--- src/rtl/dcm_pkg.sv ---
package dcm_pkg;
    localparam logic [2:0] SEL_CTRL     = 3'd0;
    localparam logic [2:0] SEL_LINE_INV = 3'd1;
    localparam logic [2:0] SEL_LINE_FL  = 3'd2;
    localparam logic [2:0] SEL_ALL_INV  = 3'd3;
    localparam logic [2:0] SEL_ALL_FL   = 3'd4;

    localparam int BIT_DIS  = 0;
    localparam int BIT_MODE = 6;
    localparam int BIT_FLAG = 8;

    typedef enum logic [1:0] {
        W_IDLE = 2'd0,
        W_SCAN = 2'd1,
        W_BEAT = 2'd2
    } walk_st_e;

    typedef struct packed {
        logic all;
        logic inv;
        logic wb;
    } op_attr_t;
endpackage

--- src/rtl/dcm_line_store.sv ---
module dcm_line_store #(
    parameter int ADDR_W     = 32,
    parameter int DATA_W     = 32,
    parameter int LINE_BYTES = 16,
    parameter int NUM_LINES  = 4
) (
    input  logic              clk,
    input  logic              rst_n,
    input  logic              fill_en,
    input  logic [ADDR_W-1:0] fill_addr,
    input  logic [DATA_W-1:0] fill_data,
    input  logic              clr_en,
    input  logic [$clog2(NUM_LINES)-1:0] clr_idx,
    input  logic              clr_valid,
    input  logic              clr_dirty,
    input  logic [$clog2(NUM_LINES)-1:0] rd_idx,
    input  logic [$clog2(LINE_BYTES/(DATA_W/8))-1:0] rd_beat,
    output logic              rd_valid,
    output logic              rd_dirty,
    output logic [ADDR_W-$clog2(LINE_BYTES)-$clog2(NUM_LINES)-1:0] rd_tag,
    output logic [DATA_W-1:0] rd_word,
    input  logic [ADDR_W-1:0] probe_addr,
    output logic              probe_hit,
    output logic              probe_dirty
);
    localparam int WORD_BYTES = DATA_W / 8;
    localparam int WORDS      = LINE_BYTES / WORD_BYTES;
    localparam int WOFF       = $clog2(WORD_BYTES);
    localparam int BEAT_W     = $clog2(WORDS);
    localparam int OFF_W      = $clog2(LINE_BYTES);
    localparam int IDX_W      = $clog2(NUM_LINES);
    localparam int TAG_W      = ADDR_W - OFF_W - IDX_W;

    typedef struct packed {
        logic [NUM_LINES-1:0]                   valid;
        logic [NUM_LINES-1:0]                   dirty;
        logic [NUM_LINES-1:0][TAG_W-1:0]        tag;
        logic [NUM_LINES*WORDS-1:0][DATA_W-1:0] data;
    } store_t;

    store_t q, d;

    logic [IDX_W-1:0]  fill_idx_d;
    logic [BEAT_W-1:0] fill_word_d;
    logic [TAG_W-1:0]  fill_tag_d;
    logic [IDX_W-1:0]  probe_idx_d;
    logic [TAG_W-1:0]  probe_tag_d;
    logic              unused_low_bits;

    assign fill_idx_d      = fill_addr[OFF_W +: IDX_W];
    assign fill_word_d     = fill_addr[WOFF +: BEAT_W];
    assign fill_tag_d      = fill_addr[ADDR_W-1 -: TAG_W];
    assign probe_idx_d     = probe_addr[OFF_W +: IDX_W];
    assign probe_tag_d     = probe_addr[ADDR_W-1 -: TAG_W];
    assign unused_low_bits = ^{fill_addr[WOFF-1:0], probe_addr[OFF_W-1:0]};

    always_comb begin
        d = q;
        if (fill_en) begin
            d.valid[fill_idx_d]                = 1'b1;
            d.dirty[fill_idx_d]                = 1'b1;
            d.tag[fill_idx_d]                  = fill_tag_d;
            d.data[{fill_idx_d, fill_word_d}]  = fill_data;
        end
        if (clr_en) begin
            if (clr_valid) d.valid[clr_idx] = 1'b0;
            if (clr_dirty) d.dirty[clr_idx] = 1'b0;
        end
    end

    always_ff @(posedge clk or negedge rst_n) begin
        if (!rst_n) q <= '0;
        else        q <= d;
    end

    assign rd_valid    = q.valid[rd_idx];
    assign rd_dirty    = q.dirty[rd_idx];
    assign rd_tag      = q.tag[rd_idx];
    assign rd_word     = q.data[{rd_idx, rd_beat}];
    assign probe_hit   = q.valid[probe_idx_d] && (q.tag[probe_idx_d] == probe_tag_d);
    assign probe_dirty = probe_hit && q.dirty[probe_idx_d];

    // installs never coincide with maintenance updates
    assert_fill_idle_R12: assert property (@(posedge clk) disable iff (!rst_n)
        fill_en |-> !clr_en);
endmodule

--- src/rtl/dcm_walker.sv ---
module dcm_walker
    import dcm_pkg::*;
#(
    parameter int ADDR_W     = 32,
    parameter int DATA_W     = 32,
    parameter int LINE_BYTES = 16,
    parameter int NUM_LINES  = 4
) (
    input  logic              clk,
    input  logic              rst_n,
    input  logic              start,
    input  op_attr_t          start_attr,
    input  logic [ADDR_W-1:0] start_addr,
    output logic [$clog2(NUM_LINES)-1:0] rd_idx,
    output logic [$clog2(LINE_BYTES/(DATA_W/8))-1:0] rd_beat,
    input  logic              rd_valid,
    input  logic              rd_dirty,
    input  logic [ADDR_W-$clog2(LINE_BYTES)-$clog2(NUM_LINES)-1:0] rd_tag,
    input  logic [DATA_W-1:0] rd_word,
    output logic              clr_en,
    output logic              clr_valid,
    output logic              clr_dirty,
    output logic              mem_wvalid,
    input  logic              mem_wready,
    output logic [ADDR_W-1:0] mem_waddr,
    output logic [DATA_W-1:0] mem_wdata,
    output logic              busy,
    output logic              flag
);
    localparam int WORD_BYTES = DATA_W / 8;
    localparam int WORDS      = LINE_BYTES / WORD_BYTES;
    localparam int WOFF       = $clog2(WORD_BYTES);
    localparam int BEAT_W     = $clog2(WORDS);
    localparam int OFF_W      = $clog2(LINE_BYTES);
    localparam int IDX_W      = $clog2(NUM_LINES);
    localparam int TAG_W      = ADDR_W - OFF_W - IDX_W;
    localparam logic [IDX_W-1:0]  LAST_IDX  = IDX_W'(NUM_LINES - 1);
    localparam logic [BEAT_W-1:0] LAST_BEAT = BEAT_W'(WORDS - 1);

    typedef struct packed {
        walk_st_e          st;
        logic [IDX_W-1:0]  idx;
        logic [BEAT_W-1:0] beat;
        logic [TAG_W-1:0]  tag;
        op_attr_t          attr;
        logic              flag;
    } walk_t;

    walk_t q, d;
    logic  hit_d;
    logic  step_d;
    logic  unused_offset;

    assign unused_offset = ^start_addr[OFF_W-1:0];

    always_comb begin
        d          = q;
        clr_en     = 1'b0;
        clr_valid  = 1'b0;
        clr_dirty  = 1'b0;
        mem_wvalid = 1'b0;
        step_d     = 1'b0;
        hit_d      = rd_valid && (q.attr.all || (rd_tag == q.tag));
        case (q.st)
            W_IDLE: begin
                if (start) begin
                    d.st   = W_SCAN;
                    d.idx  = start_attr.all ? '0 : start_addr[OFF_W +: IDX_W];
                    d.tag  = start_addr[ADDR_W-1 -: TAG_W];
                    d.attr = start_attr;
                    d.flag = start_attr.wb;
                    d.beat = '0;
                end
            end
            W_SCAN: begin
                if (hit_d && q.attr.wb && rd_dirty) begin
                    d.st   = W_BEAT;
                    d.beat = '0;
                end else begin
                    clr_en    = hit_d && q.attr.inv;
                    clr_valid = 1'b1;
                    clr_dirty = 1'b1;
                    step_d    = 1'b1;
                end
            end
            W_BEAT: begin
                mem_wvalid = 1'b1;
                if (mem_wready) begin
                    if (q.beat == LAST_BEAT) begin
                        clr_en    = 1'b1;
                        clr_dirty = 1'b1;
                        clr_valid = q.attr.inv;
                        step_d    = 1'b1;
                    end else begin
                        d.beat = q.beat + 1'b1;
                    end
                end
            end
            default: d.st = W_IDLE;
        endcase
        if (step_d) begin
            if (q.attr.all && (q.idx != LAST_IDX)) begin
                d.idx = q.idx + 1'b1;
                d.st  = W_SCAN;
            end else begin
                d.st   = W_IDLE;
                d.flag = 1'b0;
            end
        end
    end

    always_ff @(posedge clk or negedge rst_n) begin
        if (!rst_n) q <= '{st: W_IDLE, default: '0};
        else        q <= d;
    end

    assign rd_idx    = q.idx;
    assign rd_beat   = q.beat;
    assign mem_waddr = {rd_tag, q.idx, q.beat, {WOFF{1'b0}}};
    assign mem_wdata = rd_word;
    assign busy      = (q.st != W_IDLE);
    assign flag      = q.flag;

    // an offered beat is held unchanged until taken
    assert_beat_hold_R11: assert property (@(posedge clk) disable iff (!rst_n)
        (mem_wvalid && !mem_wready) |=> (mem_wvalid && $stable(mem_waddr) && $stable(mem_wdata)));
    // write-back traffic only under the flag
    assert_beat_flag_R9: assert property (@(posedge clk) disable iff (!rst_n)
        mem_wvalid |-> flag);
    // flag never outlives the operation
    assert_flag_busy_R9: assert property (@(posedge clk) disable iff (!rst_n)
        flag |-> busy);
endmodule

--- src/rtl/dcm_regif.sv ---
module dcm_regif
    import dcm_pkg::*;
#(
    parameter int ADDR_W = 32
) (
    input  logic              clk,
    input  logic              rst_n,
    input  logic              reg_valid,
    output logic              reg_ready,
    input  logic              reg_write,
    input  logic [2:0]        reg_sel,
    input  logic [ADDR_W-1:0] reg_wdata,
    output logic [ADDR_W-1:0] reg_rdata,
    input  logic              busy,
    input  logic              flag,
    output logic              start,
    output op_attr_t          start_attr,
    output logic [ADDR_W-1:0] start_addr
);
    typedef struct packed {
        logic dis;
        logic mode;
    } ctrl_t;

    ctrl_t q, d;
    logic  accept_d;

    always_comb begin
        d          = q;
        start      = 1'b0;
        start_attr = '0;
        reg_ready  = !reg_write || !busy;
        accept_d   = reg_valid && reg_write && !busy;
        if (accept_d) begin
            case (reg_sel)
                SEL_CTRL: begin
                    d.dis  = reg_wdata[BIT_DIS];
                    d.mode = reg_wdata[BIT_MODE];
                end
                SEL_LINE_INV: begin
                    start      = !q.dis;
                    start_attr = '{all: 1'b0, inv: 1'b1, wb: q.mode};
                end
                SEL_LINE_FL: begin
                    start      = !q.dis;
                    start_attr = '{all: 1'b0, inv: 1'b0, wb: 1'b1};
                end
                SEL_ALL_INV: begin
                    start      = !q.dis;
                    start_attr = '{all: 1'b1, inv: 1'b1, wb: q.mode};
                end
                SEL_ALL_FL: begin
                    start      = !q.dis;
                    start_attr = '{all: 1'b1, inv: 1'b0, wb: 1'b1};
                end
                default: ;
            endcase
        end
    end

    always_ff @(posedge clk or negedge rst_n) begin
        if (!rst_n) q <= '0;
        else        q <= d;
    end

    assign start_addr = reg_wdata;

    always_comb begin
        reg_rdata = '0;
        if (reg_sel == SEL_CTRL) begin
            reg_rdata[BIT_DIS]  = q.dis;
            reg_rdata[BIT_MODE] = q.mode;
            reg_rdata[BIT_FLAG] = flag;
        end
    end

    // an accepted whole flush raises the flag next cycle
    assert_flush_raises_flag_R9: assert property (@(posedge clk) disable iff (!rst_n)
        (reg_valid && reg_write && reg_ready && (reg_sel == SEL_ALL_FL) && !q.dis) |=> flag);
    // commands taken while disabled start nothing
    assert_disabled_idle_R3: assert property (@(posedge clk) disable iff (!rst_n)
        (reg_valid && reg_write && reg_ready && (reg_sel != SEL_CTRL) && q.dis) |=> !busy);
endmodule

--- src/rtl/dcache_maint_ctrl.sv ---
module dcache_maint_ctrl
    import dcm_pkg::*;
#(
    parameter int ADDR_W     = 32,
    parameter int DATA_W     = 32,
    parameter int LINE_BYTES = 16,
    parameter int NUM_LINES  = 4
) (
    input  logic              clk,
    input  logic              rst_n,
    input  logic              reg_valid,
    output logic              reg_ready,
    input  logic              reg_write,
    input  logic [2:0]        reg_sel,
    input  logic [ADDR_W-1:0] reg_wdata,
    output logic [ADDR_W-1:0] reg_rdata,
    output logic              mem_wvalid,
    input  logic              mem_wready,
    output logic [ADDR_W-1:0] mem_waddr,
    output logic [DATA_W-1:0] mem_wdata,
    input  logic              fill_en,
    input  logic [ADDR_W-1:0] fill_addr,
    input  logic [DATA_W-1:0] fill_data,
    input  logic [ADDR_W-1:0] probe_addr,
    output logic              probe_hit,
    output logic              probe_dirty
);
    localparam int WORDS  = LINE_BYTES / (DATA_W / 8);
    localparam int BEAT_W = $clog2(WORDS);
    localparam int OFF_W  = $clog2(LINE_BYTES);
    localparam int IDX_W  = $clog2(NUM_LINES);
    localparam int TAG_W  = ADDR_W - OFF_W - IDX_W;

    logic              busy, flag, start;
    op_attr_t          start_attr;
    logic [ADDR_W-1:0] start_addr;
    logic [IDX_W-1:0]  rd_idx;
    logic [BEAT_W-1:0] rd_beat;
    logic              rd_valid, rd_dirty;
    logic [TAG_W-1:0]  rd_tag;
    logic [DATA_W-1:0] rd_word;
    logic              clr_en, clr_valid, clr_dirty;

    dcm_regif #(.ADDR_W(ADDR_W)) u_regif (
        .clk        (clk),
        .rst_n      (rst_n),
        .reg_valid  (reg_valid),
        .reg_ready  (reg_ready),
        .reg_write  (reg_write),
        .reg_sel    (reg_sel),
        .reg_wdata  (reg_wdata),
        .reg_rdata  (reg_rdata),
        .busy       (busy),
        .flag       (flag),
        .start      (start),
        .start_attr (start_attr),
        .start_addr (start_addr)
    );

    dcm_walker #(
        .ADDR_W(ADDR_W), .DATA_W(DATA_W), .LINE_BYTES(LINE_BYTES), .NUM_LINES(NUM_LINES)
    ) u_walker (
        .clk        (clk),
        .rst_n      (rst_n),
        .start      (start),
        .start_attr (start_attr),
        .start_addr (start_addr),
        .rd_idx     (rd_idx),
        .rd_beat    (rd_beat),
        .rd_valid   (rd_valid),
        .rd_dirty   (rd_dirty),
        .rd_tag     (rd_tag),
        .rd_word    (rd_word),
        .clr_en     (clr_en),
        .clr_valid  (clr_valid),
        .clr_dirty  (clr_dirty),
        .mem_wvalid (mem_wvalid),
        .mem_wready (mem_wready),
        .mem_waddr  (mem_waddr),
        .mem_wdata  (mem_wdata),
        .busy       (busy),
        .flag       (flag)
    );

    dcm_line_store #(
        .ADDR_W(ADDR_W), .DATA_W(DATA_W), .LINE_BYTES(LINE_BYTES), .NUM_LINES(NUM_LINES)
    ) u_store (
        .clk         (clk),
        .rst_n       (rst_n),
        .fill_en     (fill_en && !busy),
        .fill_addr   (fill_addr),
        .fill_data   (fill_data),
        .clr_en      (clr_en),
        .clr_idx     (rd_idx),
        .clr_valid   (clr_valid),
        .clr_dirty   (clr_dirty),
        .rd_idx      (rd_idx),
        .rd_beat     (rd_beat),
        .rd_valid    (rd_valid),
        .rd_dirty    (rd_dirty),
        .rd_tag      (rd_tag),
        .rd_word     (rd_word),
        .probe_addr  (probe_addr),
        .probe_hit   (probe_hit),
        .probe_dirty (probe_dirty)
    );
endmodule

--- config.mk ---
export PLATFORM = sky130hd
export DESIGN_NAME = dcache_maint_ctrl
export DESIGN_NICKNAME = d
export VERILOG_FILES = /design/src/rtl/dcm_pkg.sv /design/src/rtl/dcm_line_store.sv /design/src/rtl/dcm_walker.sv /design/src/rtl/dcm_regif.sv /design/src/rtl/dcache_maint_ctrl.sv
export SDC_FILE = /design/constraint.sdc
export NUM_CORES = 1
export LEC_CHECK = 0
export BUFFER_PORTS_ARGS = -buffer_cell sky130_fd_sc_hd__buf_2
export CELL_PAD_IN_SITES_DETAIL_PLACEMENT = 1
export CELL_PAD_IN_SITES_GLOBAL_PLACEMENT = 1
export CORE_ASPECT_RATIO = 0.7
export CORE_MARGIN = 4
export CORE_UTILIZATION = 25
export CTS_BUF_LIST = sky130_fd_sc_hd__clkbuf_8
export DETAILED_ROUTE_END_ITERATION = 8
export GPL_TIMING_DRIVEN = 0
export PLACE_DENSITY = 0.45
export SLEW_MARGIN = 25
export SYNTH_ARGS = -nofsm -noshare
export SYNTH_HDL_FRONTEND = slang
export SYNTH_SLANG_ARGS = --single-unit
--- constraint.sdc ---
create_clock -name clk -period 5.75 [get_ports clk]
set_input_delay 1.725 -clock clk [delete_from_list [all_inputs] [get_ports clk]]
set_output_delay 1.725 -clock clk [all_outputs]
set_load 0.02 [all_outputs]
==> results of run 1 <==
## where the power goes
group          total, W  internal (W)  leakage [nW]  switching (W)
registers       0.00785       0.00669          8.29        0.00116
logic           0.00726       0.00377          6.54        0.00349
clock network   0.00436       0.00228          1.33        0.00208
## timing repair
action | 4_1_cts | 5_1_grt
gates resized for setup | 23 | 13
cloned | 0 | 1
setup buffers | 0 | 8
pin swaps | 1 | 6
setup endpoints to repair | 34 | 4
## through the flow
stage	util	total power, W	setup TNS [ps]	instance area [um^2]	hold slack (ps)
detailed placement	0.281	0.0153	-1750	34300	479
finish	0.301	0.0195	0	36800	493
floorplan	-	0.0126	0	31100	457
global route	0.301	0.0207	-15.3	36800	509
CTS	0.300	0.0198	-55.5	36700	494
global placement	0.279	0.0149	-7392670	34100	468
## cell usage in the layout (no fill, tap or decap), types with 4 or more instances in the layout
| master | instances |
|---|---|
| sky130_fd_sc_hd__diode_2 | 6 |
| sky130_fd_sc_hd__mux4_2 | 216 |
| sky130_fd_sc_hd__nand2_1 | 246 |
| sky130_fd_sc_hd__buf_4 | 45 |
| sky130_fd_sc_hd__nand4_1 | 14 |
| sky130_fd_sc_hd__mux2_2 | 562 |
| sky130_fd_sc_hd__and2_1 | 5 |
| sky130_fd_sc_hd__clkbuf_8 | 145 |
| sky130_fd_sc_hd__clkinv_2 | 11 |
| sky130_fd_sc_hd__a21oi_1 | 10 |
| sky130_fd_sc_hd__buf_6 | 6 |
| sky130_fd_sc_hd__buf_2 | 202 |
| sky130_fd_sc_hd__inv_1 | 49 |
| sky130_fd_sc_hd__nor2_1 | 23 |
| sky130_fd_sc_hd__ha_1 | 10 |
| sky130_fd_sc_hd__nand2b_1 | 5 |
| sky130_fd_sc_hd__buf_1 | 25 |
| sky130_fd_sc_hd__clkbuf_2 | 15 |
| sky130_fd_sc_hd__nand3_1 | 4 |
| sky130_fd_sc_hd__o21ai_0 | 8 |
| sky130_fd_sc_hd__o32a_1 | 4 |
| sky130_fd_sc_hd__buf_16 | 9 |
| sky130_fd_sc_hd__clkbuf_1 | 92 |
| sky130_fd_sc_hd__conb_1 | 31 |
| sky130_fd_sc_hd__dfrtp_1 | 662 |
| sky130_fd_sc_hd__nor3_1 | 5 |
| sky130_fd_sc_hd__mux2_1 | 4 |
| sky130_fd_sc_hd__xnor2_2 | 8 |
| sky130_fd_sc_hd__xnor2_1 | 46 |
## worst max-delay path, delay by kind of cell
kind	cells	cell delay [ps]
XOR/XNOR	1	170
buffers and inverters	3	600
multiplexers	1	330
AND/OR/NAND/NOR	4	1130
## logic make-up (layout without fill, tap and decap cells)
logic type      Yosys count  after routing  synth area share
mux                     782            782             0.363
buf+inv                 202            613            0.0303
flops                   662            662             0.536
simple gates            317            317            0.0431
xor+xnor                 54             54            0.0155
fa+ha+maj                10             10           0.00405
compound gates           35             35           0.00781
other cells               1             37          0.000121
## layer usage
metal / vias up / wire [um] / global-route usage
met5: - / 13 / 0
met4: 2 / 2580 / 0.0450
li1: 8208 / - / -
met2: 369 / 46600 / 0.246
met3: 168 / 4420 / 0.0340
met1: 10383 / 48000 / 0.219
## cell type report
class	instances	area share
Antenna cell	6	0.000407
Timing Repair Buffer	211	0.0354
Clock inverter	56	0.00795
Multi-Input combinational cell	1229	0.369
Inverter	11	0.00112
Clock buffer	144	0.0538
Buffer	191	0.0271
Sequential cell	662	0.450
Tap cell	1635	0.0555
## path summary, 6_finish.rpt
kind / start / end / slack, ps / cells after the start
setup / recovery: probe_addr[5] / probe_dirty / 40 / 9
hold / removal: register / register / 490 / 2
setup reg to reg: u_walker.q[35] / register / 1790 / 9
hold reg to reg: register / register / 490 / 2
max in group asynchronous: rst_n / asynchronous set/reset pin / 3240 / 4
min in group asynchronous: rst_n / asynchronous set/reset pin / 830 / 1
==> results.sh, run 1 <==
export IMPL_status="finished, final reports clean"
export IMPL_number_of_antenna_violations_at_the_first_check_in_global_routing=16
export IMPL_grt_util_all_layers=0.157
export IMPL_setup_repair_after_global_routing_missed_its_margin="true"
export IMPL_dp_hpwl_um=71500
export IMPL_cells_along_the_critical_path="clkbuf_4 > buf_8 > mux4_2 > xnor2_1 > nand4_1 > or4_4 > nor4_4 > and2_1 > buf_6"
export IMPL_detail_route_vias_per_cell=4.62
export IMPL_first_pass_grt_wire_length_um=150000
export IMPL_tritoncts_num_buffers=116
export IMPL_synth_edff_count=0
export IMPL_largest_cells_by_area_after_synthesis="sky130_fd_sc_hd__dfrtp_1 (54%), sky130_fd_sc_hd__mux2_2 (20%), sky130_fd_sc_hd__mux4_2 (16%)"
export IMPL_cp_max_fo=10
export IMPL_post_cts_hold_buffer_count=0
export IMPL_area_growth_synth_to_final_pct=19.2
export IMPL_final_setup_skew_ps=43.9
export IMPL_worst_setup_path_end_kind="output port"
export IMPL_yosys_cell_count_top_type="sky130_fd_sc_hd__dfrtp_1"
export IMPL_hold_class="reg -> reg"
export IMPL_ant_nets_after_route=0
export IMPL_finalWirelength_um=102000
export IMPL_drt_pass1_iter_count=5
export IMPL_data_required_critical_path_ps=4030
export IMPL_crit_slowest_cell="sky130_fd_sc_hd__or4_4"
export IMPL_vias=19130
export IMPL_port_buffers=192
export IMPL_synthArstFlopShare=1.00
export IMPL_slew_headroom=0.251
export IMPL_clock_insertion_delay_worst_skew_ps=800
export IMPL_max_vdd_ir_drop_mv=0.186
export IMPL_cts_max_level=3
export IMPL_die_h_um=302
export IMPL_routed_length_per_placed_instance_um=24.5
export IMPL_startpoint_type="primary input"
export IMPL_postSynthCellCount=2063
export IMPL_std_cell_rows=107
export IMPL_initial_core_util=0.253
export IMPL_grt_start_max_net_pins=95
export IMPL_criticalPathCategory="in -> out"
export IMPL_final_hold_vio_count=0
export IMPL_fin_crit_sh=0.993
export IMPL_setup_violations=0
export IMPL_p_leak_nw=16.2
export IMPL_layout_min_cycle_time_ps=5710
export IMPL_synthesis_yosys_warnings=0
export IMPL_fp_dieW_um=428
export IMPL_filler_cell_count=12957
export IMPL_worst_slack_setup_final_ps=40.0
export IMPL_gr_total_overflow=0
export IMPL_layout_area_seq_um2=16600
export IMPL_clock_sink_count=662
export IMPL_drt_iter0_markers=1013
export IMPL_dominant_register_cell_in_the_synthesized_netlist="sky130_fd_sc_hd__dfrtp_1"
export IMPL_gp_routability_congestion=0.756
export IMPL_post_place_cells=3929
export IMPL_synth_seq_cells=662
export IMPL_power_density_nw_per_um2=528
export IMPL_cts_path_max_buffers=3
export IMPL_path_clk_slew_ps=60
export IMPL_worstMarginPinSlew_ps=1120
export IMPL_drc=0
export IMPL_tritoncts="built"
export IMPL_yosys_top_cells_count="sky130_fd_sc_hd__dfrtp_1 (662), sky130_fd_sc_hd__mux2_2 (562), sky130_fd_sc_hd__nand2_1 (246), sky130_fd_sc_hd__mux4_2 (216), sky130_fd_sc_hd__clkbuf_1 (108)"
export IMPL_layout_nets=2569
export IMPL_cp_slowest_stage_delay_ps=530
export IMPL_synth_top_cell_area_share=0.536
export IMPL_design_portCount=237
export IMPL_synth_distinct_cells=46
export IMPL_clock_root_buffer="sky130_fd_sc_hd__clkbuf_8"
export IMPL_fin_cells=4145
export IMPL_clock_fmax_mhz=175
export IMPL_seq_area_frac_synth=0.536
export IMPL_fp_coreArea_um2=122000
export IMPL_overall_die_area_um2=129000
export IMPL_multiInputGateArea_um2=13600
export IMPL_pre_cts_slack_ps=-925
export IMPL_cap_viol_max_count=0
export IMPL_grt_pass1_vias=21764
export IMPL_layout_cell_share_with_drive_strength_beyond_1=0.496
export IMPL_syn_cell_area_um2=30900
export IMPL_final_max_slew_viol_count=0
export IMPL_syn_area_cell_um2=15.0
export IMPL_yosysTopAreaCell="sky130_fd_sc_hd__dfrtp_1"
export IMPL_critical_path_arrival_ps=3990
No activity file was read; power rests on OpenSTA's default activity.
==> run 2, diff against run 1 <==
--- a/config.mk
+++ b/config.mk
@@ -14,7 +14,8 @@
 export CTS_BUF_LIST = sky130_fd_sc_hd__clkbuf_8
 export DETAILED_ROUTE_END_ITERATION = 8
 export GPL_TIMING_DRIVEN = 0
-export PLACE_DENSITY = 0.45
+export PLACE_DENSITY = 0.47
+export REMOVE_ABC_BUFFERS = 1
 export SLEW_MARGIN = 25
 export SYNTH_ARGS = -nofsm -noshare
 export SYNTH_HDL_FRONTEND = slang
==> constraint.sdc (replaced) <==
create_clock -name clk -period 4.85 [get_ports clk]
set_input_delay 1.455 -clock clk [delete_from_list [all_inputs] [get_ports clk]]
set_output_delay 1.455 -clock clk [all_outputs]
set_load 0.02 [all_outputs]
==> run 2 against run 1 <==
The flow now finishes with violations (negative setup slack). Non-clock buffer count down 124. Global-route usage down 0.85 points. Wire length decreased by 5.1%. Critical path type unchanged. Utilization increased by 0.46 points. Clock skew up 5.9 ps. Largest power group unchanged. Critical endpoint unchanged. Worst setup slack got worse by 310 ps. Sequential power is 20% higher. Worst hold slack worse by 0.71 ps. Total power rose by 18%. Highest routed layer is now met4. Critical path depth decreased by 1.
==> results.sh, run 2 (same netlist as run 1, synthesis figures left out) <==
export IMPL_design_portCount=237
export IMPL_failing_checks="negative setup slack"
export IMPL_max_vdd_ir_drop_mv=0.219
export IMPL_power_density_nw_per_um2=614
export IMPL_layout_nets=2447
export IMPL_cts_max_level=3
export IMPL_path_clk_slew_ps=50
export IMPL_first_pass_grt_wire_length_um=144000
export IMPL_post_cts_hold_buffer_count=0
export IMPL_hold_class="reg -> reg"
export IMPL_port_buffers=196
export IMPL_worst_setup_path_end_kind="output port"
export IMPL_crit_slowest_cell="sky130_fd_sc_hd__or4_4"
export IMPL_worst_slack_setup_final_ps=-273
export IMPL_p_leak_nw=16.4
export IMPL_dp_hpwl_um=63400
export IMPL_setup_violations=2
export IMPL_grt_start_max_net_pins=93
export IMPL_data_required_critical_path_ps=3390
export IMPL_setup_repair_after_global_routing_missed_its_margin="true"
export IMPL_clock_fmax_mhz=195
export IMPL_fp_coreArea_um2=122000
export IMPL_cts_path_max_buffers=3
export IMPL_layout_common_cells="sky130_fd_sc_hd__dfrtp_1 (658), sky130_fd_sc_hd__mux2_2 (562), sky130_fd_sc_hd__nand2_1 (240)"
export IMPL_drt_iter0_markers=756
export IMPL_layout_cell_share_with_drive_strength_beyond_1=0.527
export IMPL_place_area_um2=34800
export IMPL_vias=18580
export IMPL_overall_die_area_um2=129000
export IMPL_criticalPathCategory="in -> out"
export IMPL_final_max_slew_viol_count=0
export IMPL_fin_crit_sh=1.06
export IMPL_clock_insertion_delay_worst_skew_ps=830
export IMPL_initial_core_util=0.253
export IMPL_area_growth_synth_to_final_pct=21.0
export IMPL_grt_util_all_layers=0.148
export IMPL_cp_max_fo=6
export IMPL_cp_slowest_stage_delay_ps=610
export IMPL_status="finished, violations left"
export IMPL_slew_headroom=0.426
export IMPL_number_of_antenna_violations_at_the_first_check_in_global_routing=6
export IMPL_worstMarginPinSlew_ps=857
export IMPL_layout_cell_area_non_filler_um2=37400
export IMPL_tritoncts="built"
export IMPL_finalWirelength_um=96400
export IMPL_routed_length_per_placed_instance_um=23.9
export IMPL_final_hold_vio_count=0
export IMPL_grt_pass1_vias=21107
export IMPL_std_cell_rows=107
export IMPL_layout_commonest_cell="sky130_fd_sc_hd__dfrtp_1"
export IMPL_critical_path_arrival_ps=3670
export IMPL_filler_cell_count=12714
export IMPL_layout_area_seq_um2=16600
export IMPL_multiInputGateArea_um2=13700
export IMPL_gr_total_overflow=0
export IMPL_clock_root_buffer="sky130_fd_sc_hd__clkbuf_8"
export IMPL_fin_cells=4029
export IMPL_die_h_um=302
export IMPL_post_place_cells=3807
export IMPL_cells_along_the_critical_path="buf_16 > mux4_2 > xnor2_2 > nand4_1 > or4_4 > nor4_4 > and2_1 > buf_6"
export IMPL_clock_sink_count=662
export IMPL_drc=0
export IMPL_startpoint_type="primary input"
export IMPL_gp_routability_congestion=0.727
export IMPL_cap_viol_max_count=0
export IMPL_detail_route_vias_per_cell=4.61
export IMPL_fp_dieW_um=428
export IMPL_drt_pass1_iter_count=6
export IMPL_tritoncts_num_buffers=118
export IMPL_final_setup_skew_ps=49.8
export IMPL_layout_min_cycle_time_ps=5120
export IMPL_ant_nets_after_route=0
[run 2: changes by cell type in the layout (fill, tap and decap cells not counted), sizes merged]
cell | before | now
buf | 291 | 277
diode | 6 | 5
bufbuf | 0 | 1
clkinv | 13 | 10
clkbuf | 255 | 148
inv | 53 | 61
[run 2: worst paths after layout]
kind                       cells past startpoint                          to  slack [ps]          startpoint
max in group asynchronous                      4  asynchronous set/reset pin        2460               rst_n
min reg2reg                                    1                    register         490            register
min                                            1                    register         490            register
max                                            8                 probe_dirty        -270       probe_addr[4]
min in group asynchronous                      1  asynchronous set/reset pin         560               rst_n
max reg2reg                                    9              u_store.q[616]         690  u_walker.rd_idx[0]
[run 2: worst max-delay path: cells and delay by family]
family / cells / cell delay (ps)
xor gates and xnor gates: 1 / 150
and+or+nand+nor: 4 / 1260
muxes: 1 / 540
buffers and inverters: 2 / 240
[run 2: cell type report]
cell class,instances,area share
flip-flops and latches,662,0.443
multi-input cells,1229,0.366
repair buffers,278,0.0706
well taps,1635,0.0547
clock buffers,148,0.0544
clock inverters,61,0.00936
inverters,11,0.00124
diodes,5,0.000334
[run 2: power by group]
group          leakage (nW)  total [W]  internal, W  switching, W
clock network          1.40    0.00528      0.00281       0.00247
logic                  6.68    0.00825      0.00452       0.00372
registers              8.28    0.00943      0.00794       0.00149
total                  16.4     0.0230       0.0153       0.00768
[run 2: through the flow]
stage                     hold WS, ps  total power, W  setup WS, ps  setup TNS (ps)  utilization
after global routing              495          0.0245          -369            -628        0.306
after detailed placement          479          0.0179         -1060           -2020        0.285
after floorplan                   457          0.0150         -2910         -151770            -
final                             492          0.0230          -273            -440        0.306
after CTS                         475          0.0234          -276            -445        0.306
after global placement            469          0.0175        -11690        -9690160        0.271
[run 2: routing by layer]
metal  vias up  wire, um  GRT usage
met4         0      1830     0.0373
met1     10204     44200      0.197
met2       264     47500      0.250
met5         -         0          0
met3       140      2970     0.0291
li1       7972         -          -
[run 2: repair_timing]
action                                  4_1_cts  5_1_grt
resized for setup                            16        2
pin swaps                                     2        0
setup buffers                                 6        0
endpoints found under the setup margin       10        2
gates cloned                                  2        0
==> run 3, diff against run 2 <==
--- a/config.mk
+++ b/config.mk
@@ -5,6 +5,7 @@
 export SDC_FILE = /design/constraint.sdc
 export NUM_CORES = 1
 export LEC_CHECK = 0
+export ABC_AREA = 1
 export BUFFER_PORTS_ARGS = -buffer_cell sky130_fd_sc_hd__buf_2
 export CELL_PAD_IN_SITES_DETAIL_PLACEMENT = 1
 export CELL_PAD_IN_SITES_GLOBAL_PLACEMENT = 1
@@ -14,7 +15,8 @@
 export CTS_BUF_LIST = sky130_fd_sc_hd__clkbuf_8
 export DETAILED_ROUTE_END_ITERATION = 8
 export GPL_TIMING_DRIVEN = 0
-export PLACE_DENSITY = 0.47
+export PLACE_DENSITY = 0.51
+export RECOVER_POWER = 25
 export REMOVE_ABC_BUFFERS = 1
 export SLEW_MARGIN = 25
 export SYNTH_ARGS = -nofsm -noshare
==> run 3 against run 2 <==
The flow finishes with violations (max-capacitance violations, max-slew violations, negative setup slack). Largest cell class unchanged. First-iteration DRC count rose by 130%. Critical path depth increased by 4. Cell count grew 39%. Synthesized area up 1.1%. Clock skew fell by 19 ps. Worst setup slack better by 170 ps. Fmax is 3.5% higher. Critical path type unchanged. Register-to-register slack improved by 270 ps. Non-clock buffer count down 4. Sequential cell count did not move. Synthesized cell count up 81%.
==> results.sh, run 3 <==
export IMPL_status="finished, violations left"
export IMPL_failing_checks="max-capacitance violations, max-slew violations, negative setup slack"
export IMPL_std_cell_rows=108
export IMPL_fp_coreArea_um2=124000
export IMPL_gate_power_share=0.385
export IMPL_initial_core_util=0.252
export IMPL_first_pass_grt_wire_length_um=176000
export IMPL_overall_die_area_um2=131000
export IMPL_global_routing_usage_on_met1=0.254
export IMPL_clock_insertion_delay_worst_skew_ps=810
export IMPL_startpoint_type="primary input"
export IMPL_crit_slowest_cell="sky130_fd_sc_hd__nor4_4"
export IMPL_clock_sink_count=662
export IMPL_switch_share=0.413
export IMPL_layout_cell_share_with_drive_strength_beyond_1=0.135
export IMPL_design_portCount=237
export IMPL_grt_util_met3=0.0250
export IMPL_finalWirelength_um=115000
export IMPL_synthesis_yosys_warnings=0
export IMPL_pre_cts_slack_ps=-1320
export IMPL_ant_nets_after_route=0
export IMPL_clock_fmax_mhz=202
export IMPL_clock_root_buffer="sky130_fd_sc_hd__clkbuf_8"
export IMPL_grt_start_max_net_pins=93
export IMPL_fp_dieW_um=431
export IMPL_postSynthCellCount=3742
export IMPL_cts_path_max_buffers=3
export IMPL_syn_area_cell_um2=8.35
export IMPL_setup_repair_after_global_routing_missed_its_margin="true"
export IMPL_yosys_top_cells_count="sky130_fd_sc_hd__nand2_1 (1,030), sky130_fd_sc_hd__o21ai_0 (804), sky130_fd_sc_hd__dfrtp_1 (662), sky130_fd_sc_hd__nor2_1 (261), sky130_fd_sc_hd__clkbuf_1 (244)"
export IMPL_hold_class="reg -> reg"
export IMPL_layout_area_seq_um2=16600
export IMPL_place_area_um2=34300
export IMPL_grt_util_all_layers=0.174
export IMPL_layout_common_cells="sky130_fd_sc_hd__nand2_1 (1,006), sky130_fd_sc_hd__o21ai_0 (795), sky130_fd_sc_hd__dfrtp_1 (658)"
export IMPL_post_cts_hold_buffer_count=0
export IMPL_worst_setup_path_end_kind="output port"
export IMPL_gr_total_overflow=0
export IMPL_synth_seq_cells=662
export IMPL_gr_usage_met2=0.273
export IMPL_final_max_slew_viol_count=232
export IMPL_synth_edff_count=0
export IMPL_data_required_critical_path_ps=3390
export IMPL_fin_crit_sh=1.02
export IMPL_worst_slack_setup_final_ps=-98.2
export IMPL_cp_max_fo=22
export IMPL_layout_commonest_cell="sky130_fd_sc_hd__nand2_1"
export IMPL_setup_reg_to_reg_worst_slack_ps=960
export IMPL_slew_headroom=-0.522
export IMPL_detail_route_vias_per_cell=4.70
export IMPL_layout_nets=3993
export IMPL_synthArstFlopShare=1.00
export IMPL_yosys_cell_count_top_type="sky130_fd_sc_hd__nand2_1"
export IMPL_dominant_register_cell_in_the_synthesized_netlist="sky130_fd_sc_hd__dfrtp_1"
export IMPL_setup_violations=2
export IMPL_cp_slowest_stage_delay_ps=400
export IMPL_multiInputGateArea_um2=13000
export IMPL_port_buffers=196
export IMPL_tritoncts_num_buffers=120
export IMPL_routed_length_per_placed_instance_um=20.6
export IMPL_tritoncts="built"
export IMPL_p_leak_nw=17.8
export IMPL_grt_pass1_vias=27309
export IMPL_path_clk_slew_ps=50
export IMPL_gp_routability_congestion=0.716
export IMPL_intPower_w=0.0139
export IMPL_core_occupancy_in_the_finished_layout=0.303
export IMPL_filler_cell_count=14617
export IMPL_largest_cells_by_area_after_synthesis="sky130_fd_sc_hd__dfrtp_1 (53%), sky130_fd_sc_hd__o21ai_0 (13%), sky130_fd_sc_hd__nand2_1 (12%)"
export IMPL_syn_cell_area_um2=31300
export IMPL_critPathTopFamily="simple AND/OR/NAND/NOR gates"
export IMPL_critical_path_arrival_ps=3490
export IMPL_seq_area_frac_synth=0.530
export IMPL_layout_cell_area_non_filler_um2=37600
export IMPL_fin_setup_tns_ps=-187
export IMPL_power_density_nw_per_um2=630
export IMPL_cts_max_level=3
export IMPL_worst_hold_slack_after_final_layout_ps=478
export IMPL_max_vdd_ir_drop_mv=0.276
export IMPL_yosysTopAreaCell="sky130_fd_sc_hd__dfrtp_1"
export IMPL_path_common_cell="sky130_fd_sc_hd__buf_6"
export IMPL_layout_min_cycle_time_ps=4950
export IMPL_cells_along_the_critical_path="buf_16 > clkinvlp_4 > buf_6 > buf_12 > buf_4 > o21ai_0 > o22ai_2 > nand2_2 > nor4_4 > nand3_2 > nor3_4 > buf_6"
export IMPL_final_hold_vio_count=0
export IMPL_number_of_antenna_violations_at_the_first_check_in_global_routing=6
export IMPL_globalRoute_busiestLayer="met2"
export IMPL_vias=26328
export IMPL_cap_viol_max_count=3
export IMPL_synth_distinct_cells=38
export IMPL_critical_path_n_buffers_inverters=6
export IMPL_dp_hpwl_um=66900
export IMPL_clkPwrFrac=0.244
export IMPL_final_setup_skew_ps=30.7
export IMPL_switching_power_w=0.00977
export IMPL_drt_pass1_iter_count=5
export IMPL_worstMarginPinSlew_ps=2280
export IMPL_drc=0
export IMPL_synth_top_cell_area_share=0.530
export IMPL_drt_iter0_markers=1763
export IMPL_die_h_um=304
export IMPL_area_growth_synth_to_final_pct=20.2
export IMPL_criticalPathCategory="in -> out"
export IMPL_power_share_sequential=0.371
run 3: worst paths after layout:
check | from | end | cells past startpoint
max in group asynchronous | rst_n | asynchronous set/reset pin | 4
min in group asynchronous | rst_n | u_walker.q[15] | 1
setup reg to reg | u_walker.rd_idx[1] | u_store.q[619] | 19
setup / recovery | probe_addr[5] | probe_dirty | 12
hold reg to reg | register | register | 2
hold / removal | register | register | 2
run 3: cell type report:
cell class | instances | area share
Inverter | 167 | 0.0183
Timing Repair Buffer | 274 | 0.0693
Multi-Input combinational cell | 2621 | 0.346
Clock inverter | 56 | 0.0104
Sequential cell | 662 | 0.441
Antenna cell | 5 | 0.000333
Clock buffer | 162 | 0.0593
Tap cell | 1650 | 0.0550
run 3: through the flow:
stage	instances	total power, W
after floorplan	3450	0.0144
after global placement	5296	0.0168
after detailed placement	5348	0.0179
after CTS	5583	0.0240
after global routing	5596	0.0256
final	5597	0.0237
run 3: power by group through the flow:
stage	clock (W)	combinational [W]	sequential (W)
2_1_floorplan	0	0.00553	0.00886
3_3_place_gp	0	0.00742	0.00943
3_5_place_dp	0	0.00905	0.00888
4_1_cts	0.00604	0.00920	0.00877
5_1_grt	0.00627	0.0102	0.00905
6_report	0.00578	0.00910	0.00878
run 3: metal layers:
metal,up-vias,part of all wire
met5,-,0
met4,0,0.017
met3,141,0.031
met2,378,0.44
met1,13144,0.51
li1,12665,-
run 3: cell families after synthesis:
logic type,after synthesis,share of synthesized area
xor+xnor,16,0.00448
other cells,1,0.000120
mux,96,0.0307
buf+inv,489,0.0666
simple gates,1436,0.180
fa+ha+maj,10,0.00400
flops,662,0.530
compound gates,1032,0.184
run 3: worst min-delay path: stages, from the launching register on:
cell and delay, ps:
sky130_fd_sc_hd__dfrtp_1 340, sky130_fd_sc_hd__nand2_1 50, sky130_fd_sc_hd__o21ai_0 60
run 3: what timing repair did:
action,CTS,global route
buffers inserted,13,7
pin swaps,6,20
resized for setup,32,38
endpoints found under the setup margin,13,6
cloned,5,2
